--- src/rtl/ivl_timer_pkg.sv ---
package ivl_timer_pkg;
  typedef enum logic [1:0] {
    FF_TOGGLE = 2'b00,
    FF_CLEAR  = 2'b01,
    FF_SET    = 2'b10,
    FF_KEEP   = 2'b11
  } ff_cmd_e;

  typedef struct packed {
    logic dbuf_en;
    logic inv_en;
  } tmr_cfg_t;
endpackage

--- src/rtl/ivl_timer_creg.sv ---
module ivl_timer_creg #(
  parameter int W = 8
) (
  input  logic         clk,
  input  logic         rst,
  input  logic         wr_cmp,
  input  logic [W-1:0] wr_val,
  input  logic         dbuf_en,
  input  logic         load,
  output logic [W-1:0] cmp_o
);
  logic [W-1:0] act_q, shadow_q;

  always_ff @(posedge clk) begin
    if (rst) begin
      act_q    <= '0;
      shadow_q <= '0;
    end else begin
      if (wr_cmp) shadow_q <= wr_val;
      if (wr_cmp && !dbuf_en)      act_q <= wr_val;
      else if (load && dbuf_en)    act_q <= shadow_q;
    end
  end

  assign cmp_o = act_q;


  dbuf_hold_chk: assert property (@(posedge clk) disable iff (rst)
    (dbuf_en && !load) |=> $stable(act_q));

  dbuf_load_chk: assert property (@(posedge clk) disable iff (rst)
    (dbuf_en && load) |=> (act_q == $past(shadow_q)));

  direct_wr_chk: assert property (@(posedge clk) disable iff (rst)
    (wr_cmp && !dbuf_en) |=> (act_q == $past(wr_val)));
endmodule

--- src/rtl/ivl_timer_cnt.sv ---
module ivl_timer_cnt #(
  parameter int W = 8
) (
  input  logic         clk,
  input  logic         rst,
  input  logic         tick,
  input  logic [W-1:0] cmp,
  output logic         match_o
);
  logic [W-1:0] cnt_q;

  assign match_o = tick && (cnt_q == cmp);

  always_ff @(posedge clk) begin
    if (rst)          cnt_q <= '0;
    else if (match_o) cnt_q <= '0;
    else if (tick)    cnt_q <= cnt_q + 1'b1;
  end


  wrap_zero_chk: assert property (@(posedge clk) disable iff (rst)
    match_o |=> (cnt_q == '0));

  step_one_chk: assert property (@(posedge clk) disable iff (rst)
    (tick && !match_o) |=> (cnt_q == W'($past(cnt_q) + 1'b1)));

  idle_hold_chk: assert property (@(posedge clk) disable iff (rst)
    !tick |=> $stable(cnt_q));
endmodule

--- src/rtl/ivl_timer_tff.sv ---
module ivl_timer_tff
  import ivl_timer_pkg::*;
(
  input  logic    clk,
  input  logic    rst,
  input  logic    sw_wr,
  input  ff_cmd_e sw_cmd,
  input  logic    hw_tog,
  input  logic    inv_en,
  output logic    ff_o
);
  logic ff_q;
  logic sw_act;

  assign sw_act = sw_wr && (sw_cmd != FF_KEEP);

  always_ff @(posedge clk) begin
    if (rst) begin
      ff_q <= 1'b0;
    end else if (sw_act) begin
      case (sw_cmd)
        FF_CLEAR:  ff_q <= 1'b0;
        FF_SET:    ff_q <= 1'b1;
        FF_TOGGLE: ff_q <= ~ff_q;
        default:   ff_q <= ff_q;
      endcase
    end else if (hw_tog && inv_en) begin
      ff_q <= ~ff_q;
    end
  end

  assign ff_o = ff_q;


  sw_clear_chk: assert property (@(posedge clk) disable iff (rst)
    (sw_wr && sw_cmd == FF_CLEAR) |=> !ff_q);

  sw_set_chk: assert property (@(posedge clk) disable iff (rst)
    (sw_wr && sw_cmd == FF_SET) |=> ff_q);

  sw_flip_chk: assert property (@(posedge clk) disable iff (rst)
    (sw_wr && sw_cmd == FF_TOGGLE) |=> (ff_q != $past(ff_q)));

  hw_flip_chk: assert property (@(posedge clk) disable iff (rst)
    (hw_tog && inv_en && !sw_act) |=> (ff_q != $past(ff_q)));

  hw_quiet_chk: assert property (@(posedge clk) disable iff (rst)
    (!sw_act && !(hw_tog && inv_en)) |=> $stable(ff_q));
endmodule

--- src/rtl/ivl_timer.sv ---
module ivl_timer
  import ivl_timer_pkg::*;
#(
  parameter int CNT_W  = 8,
  parameter int ADDR_W = 2
) (
  input  logic              clk,
  input  logic              rst,
  input  logic              tick,
  input  logic              wr_en,
  input  logic [ADDR_W-1:0] wr_addr,
  input  logic [CNT_W-1:0]  wr_data,
  output logic              irq,
  output logic              tff_out
);
  localparam logic [ADDR_W-1:0] A_CMP = ADDR_W'(0);
  localparam logic [ADDR_W-1:0] A_CFG = ADDR_W'(1);
  localparam logic [ADDR_W-1:0] A_FF  = ADDR_W'(2);

  tmr_cfg_t         cfg_q;
  logic             irq_q;
  logic             match;
  logic [CNT_W-1:0] cmp_val;
  logic             wr_cmp, wr_cfg, wr_ff;

  assign wr_cmp = wr_en && (wr_addr == A_CMP);
  assign wr_cfg = wr_en && (wr_addr == A_CFG);
  assign wr_ff  = wr_en && (wr_addr == A_FF);

  always_ff @(posedge clk) begin
    if (rst) begin
      cfg_q <= '0;
    end else if (wr_cfg) begin
      cfg_q.inv_en  <= wr_data[0];
      cfg_q.dbuf_en <= wr_data[1];
    end
  end

  always_ff @(posedge clk) begin
    if (rst) irq_q <= 1'b0;
    else     irq_q <= match;
  end

  ivl_timer_creg #(.W(CNT_W)) u_creg (
    .clk     (clk),
    .rst     (rst),
    .wr_cmp  (wr_cmp),
    .wr_val  (wr_data),
    .dbuf_en (cfg_q.dbuf_en),
    .load    (match),
    .cmp_o   (cmp_val)
  );

  ivl_timer_cnt #(.W(CNT_W)) u_cnt (
    .clk     (clk),
    .rst     (rst),
    .tick    (tick),
    .cmp     (cmp_val),
    .match_o (match)
  );

  ivl_timer_tff u_tff (
    .clk    (clk),
    .rst    (rst),
    .sw_wr  (wr_ff),
    .sw_cmd (ff_cmd_e'(wr_data[1:0])),
    .hw_tog (match),
    .inv_en (cfg_q.inv_en),
    .ff_o   (tff_out)
  );

  assign irq = irq_q;


  irq_on_match_chk: assert property (@(posedge clk) disable iff (rst)
    match |=> irq);

  irq_quiet_chk: assert property (@(posedge clk) disable iff (rst)
    !match |=> !irq);

  irq_needs_tick_chk: assert property (@(posedge clk) disable iff (rst)
    !tick |=> !irq);
endmodule

--- config.mk ---
export PLATFORM = sky130hd
export DESIGN_NAME = ivl_timer
export DESIGN_NICKNAME = d
export VERILOG_FILES = /design/src/rtl/ivl_timer_pkg.sv /design/src/rtl/ivl_timer_creg.sv /design/src/rtl/ivl_timer_cnt.sv /design/src/rtl/ivl_timer_tff.sv /design/src/rtl/ivl_timer.sv
export SDC_FILE = /design/constraint.sdc
export NUM_CORES = 1
export LEC_CHECK = 0
export BUFFER_PORTS_ARGS = -buffer_cell sky130_fd_sc_hd__buf_2
export CAP_MARGIN = 20
export CORE_ASPECT_RATIO = 0.6
export CORE_MARGIN = 2
export CORE_UTILIZATION = 57
export DETAILED_ROUTE_END_ITERATION = 12
export MAX_ROUTING_LAYER = met4
export PLACE_DENSITY = 0.78
export SYNTH_ARGS = -nofsm -noshare
export SYNTH_HDL_FRONTEND = slang
export SYNTH_HIERARCHICAL = 1
export SYNTH_SLANG_ARGS = --single-unit
--- constraint.sdc ---
create_clock -name clk -period 2.1 [get_ports clk]
set_input_delay 0.105 -clock clk [delete_from_list [all_inputs] [get_ports clk]]
set_output_delay 0.105 -clock clk [all_outputs]
set_load 0.01 [all_outputs]
=== After elaboration in Yosys (flattened, before gate mapping) ===
Cells that the tools add are included.

* Register bits: 28

* $add $sub $neg: 1
* Equality and inequality tests: 7
* Muxes and demuxes: 5
* Bitwise logic cells: 1
* Reductions and logical operators: 15

{| class="wikitable"
|+ Operators with widths
! cell !! count
|-
| two-way mux 8 bit || 2
|-
| adder 8 x 1 -> 8 bit (second input constant) || 1
|-
| == test 8 bit || 1
|-
| logical AND 1 bit || 8
|-
| == test 2 x 1 -> 1 bit (second input constant) || 2
|-
| == test 2 bit (second input constant) || 2
|-
| zero test 2 bit || 2
|-
| inequality test 4 bit (second input constant) || 1
|-
| nonzero test 2 bit || 2
|-
| one-hot mux 1 bit (3 select lines) || 1
|-
| two-way mux 1 bit || 2
|-
| inequality test 2 bit (second input constant) || 1
|-
| AND reduction 2 bit || 1
|-
| OR reduction 2 bit || 1
|-
| zero test 1 bit || 1
|-
| NOT 1 bit || 1
|}

=== Logic depth before layout (Yosys ltp) ===
Gate-level depths: netlist of run 1.

* Depth after elaboration: 5
* Depth in mapped cells: 6

=== Hierarchy ===
Netlist of run 1, hierarchy kept.

{| class="wikitable"
|+ Modules (own cells, without submodules)
! module !! instances !! cells an instance !! area each (um^2) !! seq. area each (um^2)
|-
| ivl_timer_creg || 1 || 69 || 779.5 || 320.3
|-
| ivl_timer_cnt || 1 || 48 || 455.4 || 160.2
|-
| ivl_timer || 1 || 13 || 138.9 || 60.1
|-
| ivl_timer_tff || 1 || 7 || 62.6 || 20.0
|}

=== Worst setup path before layout of run 1 ===
OpenSTA, ideal clock, no wires.

* Kind: register -> register
* Start: register u_cnt.cnt_q[0]
* End: register u_creg.act_q[0] (netlist: u_creg/cmp_o[0])
* Setup time: 103 ps
* Arrival: 1697 ps
* Required time: 1997 ps
* Slack: 299 ps
* Stages on the path, launching flop included: 6
* Buffers on the path: 0
* Clock period less this slack: 1801 ps
* Cell sequence: dfxtp_1 xnor2_1 nand3_1 nor3_4 mux2i_4 a2111oi_2

* Cells in the longest elaborated chain, start to end: 4

{| class="wikitable"
|+ RTL lines
! what !! line !! RTL
|-
| start, declared || ivl_timer_cnt.sv:10 || <nowiki>logic [W-1:0] cnt_q;</nowiki>
|-
| start signal, assigned || ivl_timer_cnt.sv:17 || <nowiki>else if (tick) cnt_q <= cnt_q + 1'b1;</nowiki>
|-
| == test 8 bit || ivl_timer_cnt.sv:12 || <nowiki>assign match_o = tick && (cnt_q == cmp);</nowiki>
|-
| logical AND 1 bit || ivl_timer_cnt.sv:12 ||
|-
| named net match || ivl_timer.sv:22 || <nowiki>logic match;</nowiki>
|-
| logical AND 1 bit || ivl_timer_creg.sv:21 || <nowiki>else if (load && dbuf_en) act_q <= shadow_q;</nowiki>
|-
| nonzero test 2 bit (no source line) || n/a ||
|-
| end signal, assigned || ivl_timer_creg.sv:20 || <nowiki>if (wr_cmp && !dbuf_en) act_q <= wr_val;</nowiki>
|-
| end signal, assigned || ivl_timer_creg.sv:21 ||
|-
| end, declared || ivl_timer_creg.sv:12 || <nowiki>logic [W-1:0] act_q, shadow_q;</nowiki>
|}

The timed path passes the listed nets, and every way through them passes these cells.
A chain may end at the register's enable or synchronous reset.

=== Worst setup path in the final report of run 1 ===
* Start: register u_cnt.cnt_q[5]
* End: register u_tff.ff_q (netlist: u_tff/ff_o)

* Cells in the longest elaborated chain, start to end: 5

{| class="wikitable"
|+ RTL lines
! what !! line !! RTL
|-
| == test 8 bit || ivl_timer_cnt.sv:12 ||
|-
| logical AND 1 bit || ivl_timer_cnt.sv:12 ||
|-
| named net match || ivl_timer.sv:22 ||
|-
| logical AND 1 bit || ivl_timer_tff.sv:27 || <nowiki>end else if (hw_tog && inv_en) begin</nowiki>
|-
| nonzero test 2 bit (no source line) || n/a ||
|-
| AND reduction 2 bit (no source line) || n/a ||
|-
| end signal, assigned || ivl_timer_tff.sv:24 || <nowiki>FF_TOGGLE: ff_q <= ~ff_q;</nowiki>
|-
| end signal, assigned || ivl_timer_tff.sv:25 || <nowiki>default: ff_q <= ff_q;</nowiki>
|-
| end signal, assigned || ivl_timer_tff.sv:28 || <nowiki>ff_q <= ~ff_q;</nowiki>
|-
| end, declared || ivl_timer_tff.sv:12 || <nowiki>logic ff_q;</nowiki>
|}

The timed path passes the listed nets, and every way through them passes these cells.

==> flow_summary.yaml, run 1 <==
global_routing:
  grt_antenna_before_repair: 0
  grt_max_degree: 31
  grt_first_pass_wirelength_mm: 4.26
  grt_pass1_vias: 926
  grt-ovfl-total: 0
  groute.usage.overall: 0.206
clock_network:
  h-tree-depth: 1
  cts_sinks: 28
  clk_pin_slew_ns: 0.09
  cts.path.max_buffers: 2
  tritoncts: "yes"
  cts_inserted_buffers: 3
  post_cts_setup_buffer_count: 0
  clock_root_buffer: "sky130_fd_sc_hd__clkbuf_8"
  holdBufCountCts: 0
  clk_latency_ns: 0.27
  post_cts_resized: 0
synth:
  synthCells: 137
  yosysWarnings: 6
  synth_top_cell_area_share: 0.390
  netlist_top_cells_area: "sky130_fd_sc_hd__dfxtp_1, sky130_fd_sc_hd__a2111oi_2, sky130_fd_sc_hd__mux2i_1"
  mappedNetlistArea_mm2: 0.00144
  predominant_post_synthesis_flop_cell: "sky130_fd_sc_hd__dfxtp_1"
  syn_avg_cell_area_um2: 10.5
  synth_commonest_cells: "sky130_fd_sc_hd__dfxtp_1, sky130_fd_sc_hd__mux2i_1, sky130_fd_sc_hd__xnor2_1"
  synth_seq_area_share: 0.390
  synth.ff_latch_count: 28
  syn_nets: 152
  asyncSetResetFlopFracSynth: 0
  synth_cell_types: 28
  number_of_enable_type_register_cells_in_the_synthesized_netlist: 0
  post-synth-top-count-cell: "sky130_fd_sc_hd__dfxtp_1"
  synth_top_cell_by_area: "sky130_fd_sc_hd__dfxtp_1"
min_path:
  min_path_type: "in2reg"
worst_setup_path:
  cp_num_buf_inv: 1
  crit_path_max_fanout: 18
  startpoint_type: "flip-flop"
  critPathSlowestCell: "sky130_fd_sc_hd__dfxtp_1"
  timing.critical_path.max_delay_family: "simple AND/OR/NAND/NOR gates"
  worstPathArrival_ns: 1.94
  critPathCaptureType: "flip-flop"
  critical-path-max-stage-delay_ns: 0.36
  cells_traversed_along_the_worst_timing_path: "xnor2_1 -> nand3_1 -> nor3_4 -> buf_4 -> nand2_1 -> xor2_1 -> a211oi_2"
  timing_worst_setup_path_type: "reg2reg"
  timing.critical_path.required_ns: 2.29
pwr:
  leakage_power_of_the_design_nw: 0.583
  pwr-share-comb: 0.144
  clock_power_share: 0.312
  vdd_drop_max_mv: 0.491
  power_density_mw_per_mm2: 672
  swShare: 0.254
  intPower_mw: 0.793
  power.share.sequential: 0.543
  power_switching_mw: 0.269
floorplanning:
  floorplan.initialDensity: 0.586
  rows: 14
  die-area_mm2: 0.00295
  core-area_mm2: 0.00245
  die_x_um: 68.8
  floorplan.io_pins: 16
  die_h_um: 42.9
detailed_routing:
  drtIter0Drc: 47
  drt_first_pass_iters: 4
  remaining_drc_errors: 0
  avgViaCountPerCell: 5.42
  average_wire_per_standard_cell_um: 14.6
  detail-route-antenna-nets: 0
  finalWirelength_mm: 2.68
  detailroute.via_count: 998
sta:
  setup_total_negative_slack_ns: 0
  relSlewSlack: 0.567
  min_setup_slack_post_route_ns: 0.351
  unrepaired_setup_endpoints_after_global_routing: "no"
  timing_max_transition_violations_final: 0
  hold_violations: 0
  fin_crit_ns: 1.75
  fin_crit_sh: 0.833
  fmax_mhz: 572
  hold_ws_ns: 0.0792
  timing_worst_slew_pin_value_ns: 0.649
  finClkSkew_ns: 0.00476
  report.final.setup_viol: 0
placement:
  routabilityCongestion: 0.803
  place_hpwl_mm: 1.93
  port_buffers: 15
  placed_area_mm2: 0.00153
  pre_cts_setup_slack_ns: 0.390
finish:
  antenna_cells: 0
  final_cell_area_mm2: 0.00158
  fin_nets: 168
  area_delta_synth_final_pct: 10.0
  drive_gt1_frac: 0.296
  final_util: 0.644
  fill_cell_total_of_the_finished_layout: 213
status:
  run_status: "finished clean"
job:
  max_cap_violations: 0
## through the flow
stage | power (mW) | cells
2_1_floorplan | 0.695 | 137
3_3_place_gp | 0.735 | 180
3_5_place_dp | 0.744 | 180
4_1_cts | 1.07 | 184
5_1_grt | 1.10 | 184
6_report | 1.06 | 184
## layer usage
| layer | vias up | part of all wire | GRT usage |
|---|---|---|---|
| li1 | 511 | - | - |
| met1 | 465 | 0.52 | 0.269 |
| met2 | 18 | 0.44 | 0.304 |
| met3 | 4 | 0.035 | 0.0637 |
| met4 | 0 | 0.012 | 0.0706 |
| met5 | - | 0 | - |
## power by group through the flow
stage / Sequential, mW / Combinational, mW / Clock [mW]
final: 0.577 / 0.153 / 0.332
after global routing: 0.580 / 0.167 / 0.358
after CTS: 0.577 / 0.155 / 0.341
after detailed placement: 0.590 / 0.154 / 0
after global placement: 0.588 / 0.147 / 0
after floorplan: 0.583 / 0.112 / 0
## state kept, by name, summed over array words and instances, names as in the netlist
name,cells
u_creg/cmp_o,8
u_tff/ff_o,1
cfg_q,2
u_cnt/cnt_q,8
irq,1
u_creg/shadow_q,8
## worst reg2reg max path, cell delays in order, from the launching register on
cell and delay (ns):
sky130_fd_sc_hd__dfxtp_1 0.36, sky130_fd_sc_hd__xnor2_1 0.22, sky130_fd_sc_hd__nand3_1 0.15, sky130_fd_sc_hd__nor3_4 0.24, sky130_fd_sc_hd__buf_4 0.27, sky130_fd_sc_hd__nand2_1 0.09
sky130_fd_sc_hd__xor2_1 0.15, sky130_fd_sc_hd__a211oi_2 0.18
## cell families after synthesis
| group | count (synthesis) | synth area share |
|---|---|---|
| simple gates | 57 | 0.266 |
| flops | 28 | 0.390 |
| xor+xnor | 16 | 0.0976 |
| buf+inv | 14 | 0.0531 |
| mux | 12 | 0.0923 |
| compound gates | 9 | 0.0923 |
| fa+ha+maj | 1 | 0.00871 |
## cell type report
class	instances	area [um^2]	share of cell area
multi-input cells	95	805	0.509
flip-flops and latches	28	561	0.355
repair buffers	17	90.1	0.0570
clock buffers	4	55.1	0.0348
well taps	32	40.0	0.0253
inverters	8	30.0	0.0190
## final timing paths
kind / start / endpoint / slack [ns] / cells after the start
hold / removal: wr_data[2] / u_creg/shadow_q[2] / 0.08 / 3
hold reg to reg: cfg_q[0] / cfg_q[0] / 0.48 / 2
setup / recovery: u_cnt/cnt_q[5] / u_tff/ff_o / 0.35 / 7
setup reg to reg: u_cnt/cnt_q[5] / u_tff/ff_o / 0.35 / 7
## placed cells by master, fill, tap and decap left out
cell type	netlist	layout
sky130_fd_sc_hd__dfxtp_1	28	28
sky130_fd_sc_hd__buf_2	2	15
sky130_fd_sc_hd__mux2i_1	11	11
sky130_fd_sc_hd__xnor2_1	11	11
sky130_fd_sc_hd__nor2_1	10	10
sky130_fd_sc_hd__and3b_2	9	9
sky130_fd_sc_hd__nor3b_1	10	9
sky130_fd_sc_hd__inv_1	8	8
sky130_fd_sc_hd__a2111oi_2	8	8
sky130_fd_sc_hd__nor3_1	7	7
sky130_fd_sc_hd__nand2b_1	5	5
sky130_fd_sc_hd__nand2_1	5	5
sky130_fd_sc_hd__xor2_1	5	5
sky130_fd_sc_hd__clkbuf_8	1	4
sky130_fd_sc_hd__nand4_1	3	3
sky130_fd_sc_hd__buf_4	1	2
sky130_fd_sc_hd__nor3_2	2	2
sky130_fd_sc_hd__nor2b_1	1	1
sky130_fd_sc_hd__nor3b_2	0	1
sky130_fd_sc_hd__nand3_1	1	1
sky130_fd_sc_hd__nor3_4	1	1
sky130_fd_sc_hd__nand4_2	1	1
sky130_fd_sc_hd__and3_1	1	1
sky130_fd_sc_hd__ha_1	1	1
sky130_fd_sc_hd__mux2i_4	1	1
sky130_fd_sc_hd__and3b_1	1	1
sky130_fd_sc_hd__a211oi_2	1	1
No activity file was read; power rests on OpenSTA's default activity.
==> run 2, diff against run 1 <==
--- a/config.mk
+++ b/config.mk
@@ -9,10 +9,10 @@
 export CAP_MARGIN = 20
 export CORE_ASPECT_RATIO = 0.6
 export CORE_MARGIN = 2
-export CORE_UTILIZATION = 57
+export CORE_UTILIZATION = 51
 export DETAILED_ROUTE_END_ITERATION = 12
 export MAX_ROUTING_LAYER = met4
-export PLACE_DENSITY = 0.78
+export PLACE_DENSITY = 0.74
 export SYNTH_ARGS = -nofsm -noshare
 export SYNTH_HDL_FRONTEND = slang
 export SYNTH_HIERARCHICAL = 1
==> constraint.sdc (replaced) <==
create_clock -name clk -period 1.6 [get_ports clk]
set_input_delay 0.08 -clock clk [delete_from_list [all_inputs] [get_ports clk]]
set_output_delay 0.08 -clock clk [all_outputs]
set_load 0.01 [all_outputs]
==> run 2 against run 1 <==
The flow now finishes with violations (setup timing). Routed wire length rose by 6.4%. Die area increased by 11%. Sequential power grew 31%. Maximum frequency rose by 9.3%. Flip-flop and latch count stayed put. Global-route usage is 1.2 points lower. Critical path type unchanged. Largest cell class unchanged.
==> flow_summary.yaml, run 2 (same netlist as run 1, synthesis figures left out) <==
status:
  run_status: "finished with violations"
  violations: "setup timing"
finish:
  final_cell_area_mm2: 0.00173
  drive_gt1_frac: 0.432
  final_util: 0.668
  final_common_cell: "sky130_fd_sc_hd__dfxtp_1"
  fin_nets: 178
  area_delta_synth_final_pct: 20.6
  antenna_cells: 0
  fin_cells: 194
  mostFrequentLayoutCells: "sky130_fd_sc_hd__dfxtp_1, sky130_fd_sc_hd__buf_2, sky130_fd_sc_hd__buf_4, sky130_fd_sc_hd__mux2i_1, sky130_fd_sc_hd__nor2_1"
clock_network:
  clk_pin_slew_ns: 0.10
  h-tree-depth: 1
  clock_root_buffer: "sky130_fd_sc_hd__clkbuf_8"
  holdBufCountCts: 0
  cts.path.max_buffers: 2
  cts_sinks: 28
  cts_inserted_buffers: 3
  clk_latency_ns: 0.27
  tritoncts: "yes"
pwr:
  power.share.sequential: 0.526
  swShare: 0.256
  clock_power_share: 0.303
  leakage_power_of_the_design_nw: 0.653
  power_density_mw_per_mm2: 826
  vdd_drop_max_mv: 0.464
  intPower_mw: 1.06
  total_power_mw: 1.43
  pwr-share-comb: 0.171
  power_switching_mw: 0.366
sta:
  fin_crit_sh: 1.00
  fin_crit_ns: 1.60
  timing_max_transition_violations_final: 0
  min_setup_slack_post_route_ns: -0.000282
  hold_violations: 0
  setup_total_negative_slack_ns: -0.000282
  fmax_mhz: 625
  hold_ws_ns: 0.0529
  relSlewSlack: 0.644
  report.final.setup_viol: 1
  unrepaired_setup_endpoints_after_global_routing: "yes"
  finClkSkew_ns: 0.00760
  timing_worst_slew_pin_value_ns: 0.523
detailed_routing:
  finalWirelength_mm: 2.85
  drtIter0Drc: 42
  avgViaCountPerCell: 5.49
  average_wire_per_standard_cell_um: 14.7
  detail-route-antenna-nets: 0
  detailroute.via_count: 1065
  drt_first_pass_iters: 4
  remaining_drc_errors: 0
job:
  max_cap_violations: 0
worst_setup_path:
  worstPathArrival_ns: 1.78
  worst_r2r_path_depth: 5
  r2r-start: "u_cnt/cnt_q[5]"
  setup.worst_path.start: "u_cnt/cnt_q[5]"
  timing_worst_setup_path_type: "reg2reg"
  critPathCaptureType: "flip-flop"
  timing.critical_path.required_ns: 1.78
  startpoint_type: "flip-flop"
  cells_traversed_along_the_worst_timing_path: "xnor2_2 -> nand3_2 -> nor3_4 -> mux2i_4 -> a2111oi_4"
  crit_path_max_fanout: 8
  critPathSlowestCell: "sky130_fd_sc_hd__dfxtp_4"
  critical-path-max-stage-delay_ns: 0.38
global_routing:
  grt_pass1_vias: 988
  grt_antenna_before_repair: 0
  grt_max_degree: 23
  grt_first_pass_wirelength_mm: 4.66
  grt-ovfl-total: 0
  groute.usage.overall: 0.194
floorplanning:
  die_h_um: 45.1
  floorplan.initialDensity: 0.554
  die-area_mm2: 0.00327
  die_x_um: 72.5
  rows: 14
  core-area_mm2: 0.00259
  floorplan.io_pins: 16
placement:
  pre_cts_setup_slack_ns: 0.0506
  routabilityCongestion: 0.839
  number_of_placed_cells_counting_well_taps: 188
  port_buffers: 15
  place_hpwl_mm: 1.99
  placed_area_mm2: 0.00159
min_path:
  min_path_type: "in2reg"
  min-delay-start: "wr_data[5]"
  holdPathStages: 3
## run 2: cell types whose count changed in the layout (fill, tap and decap cells not counted), sizes merged
cell	delta
buf	+10
## run 2: power by group through the flow
stage | Clock (mW) | Combinational (mW) | Sequential [mW]
6_report | 0.433 | 0.245 | 0.753
3_3_place_gp | 0 | 0.213 | 0.769
5_1_grt | 0.484 | 0.266 | 0.757
3_5_place_dp | 0 | 0.221 | 0.770
4_1_cts | 0.449 | 0.228 | 0.754
2_1_floorplan | 0 | 0.147 | 0.766
## run 2: area by class of cell
class	instances	area [um^2]
Tap cell	32	40.0
Timing Repair Buffer	27	165
Clock buffer	4	55.1
Fill cell	213	861
Inverter	8	30.0
Multi-Input combinational cell	95	857
Sequential cell	28	584
## run 2: per-layer routing
layer / global-route usage / vias up / wire length [um]
met5: - / - / 0
met4: 0.0333 / 0 / 11
met3: 0.0536 / 2 / 112
met2: 0.306 / 27 / 1300
met1: 0.257 / 505 / 1430
li1: - / 531 / -
## run 2: critical path, delay by kind of cell (launching register included)
family / cells / cell delay [ns]
flops: 1 / 0.38
simple gates: 2 / 0.38
compound gates: 1 / 0.38
mux: 1 / 0.21
xor+xnor: 1 / 0.16
## run 2: worst paths after layout
path	to	slack [ns]
max	u_creg/cmp_o[6]	-0.0003
min	u_creg/shadow_q[5]	0.05
max reg2reg	u_creg/cmp_o[6]	-0.0003
min reg2reg	u_creg/cmp_o[7]	0.49
## run 2: repair_timing
action,CTS,global route
gates resized for setup,6,10
setup buffers,1,1
pin swaps,3,2
setup endpoints to repair,4,9
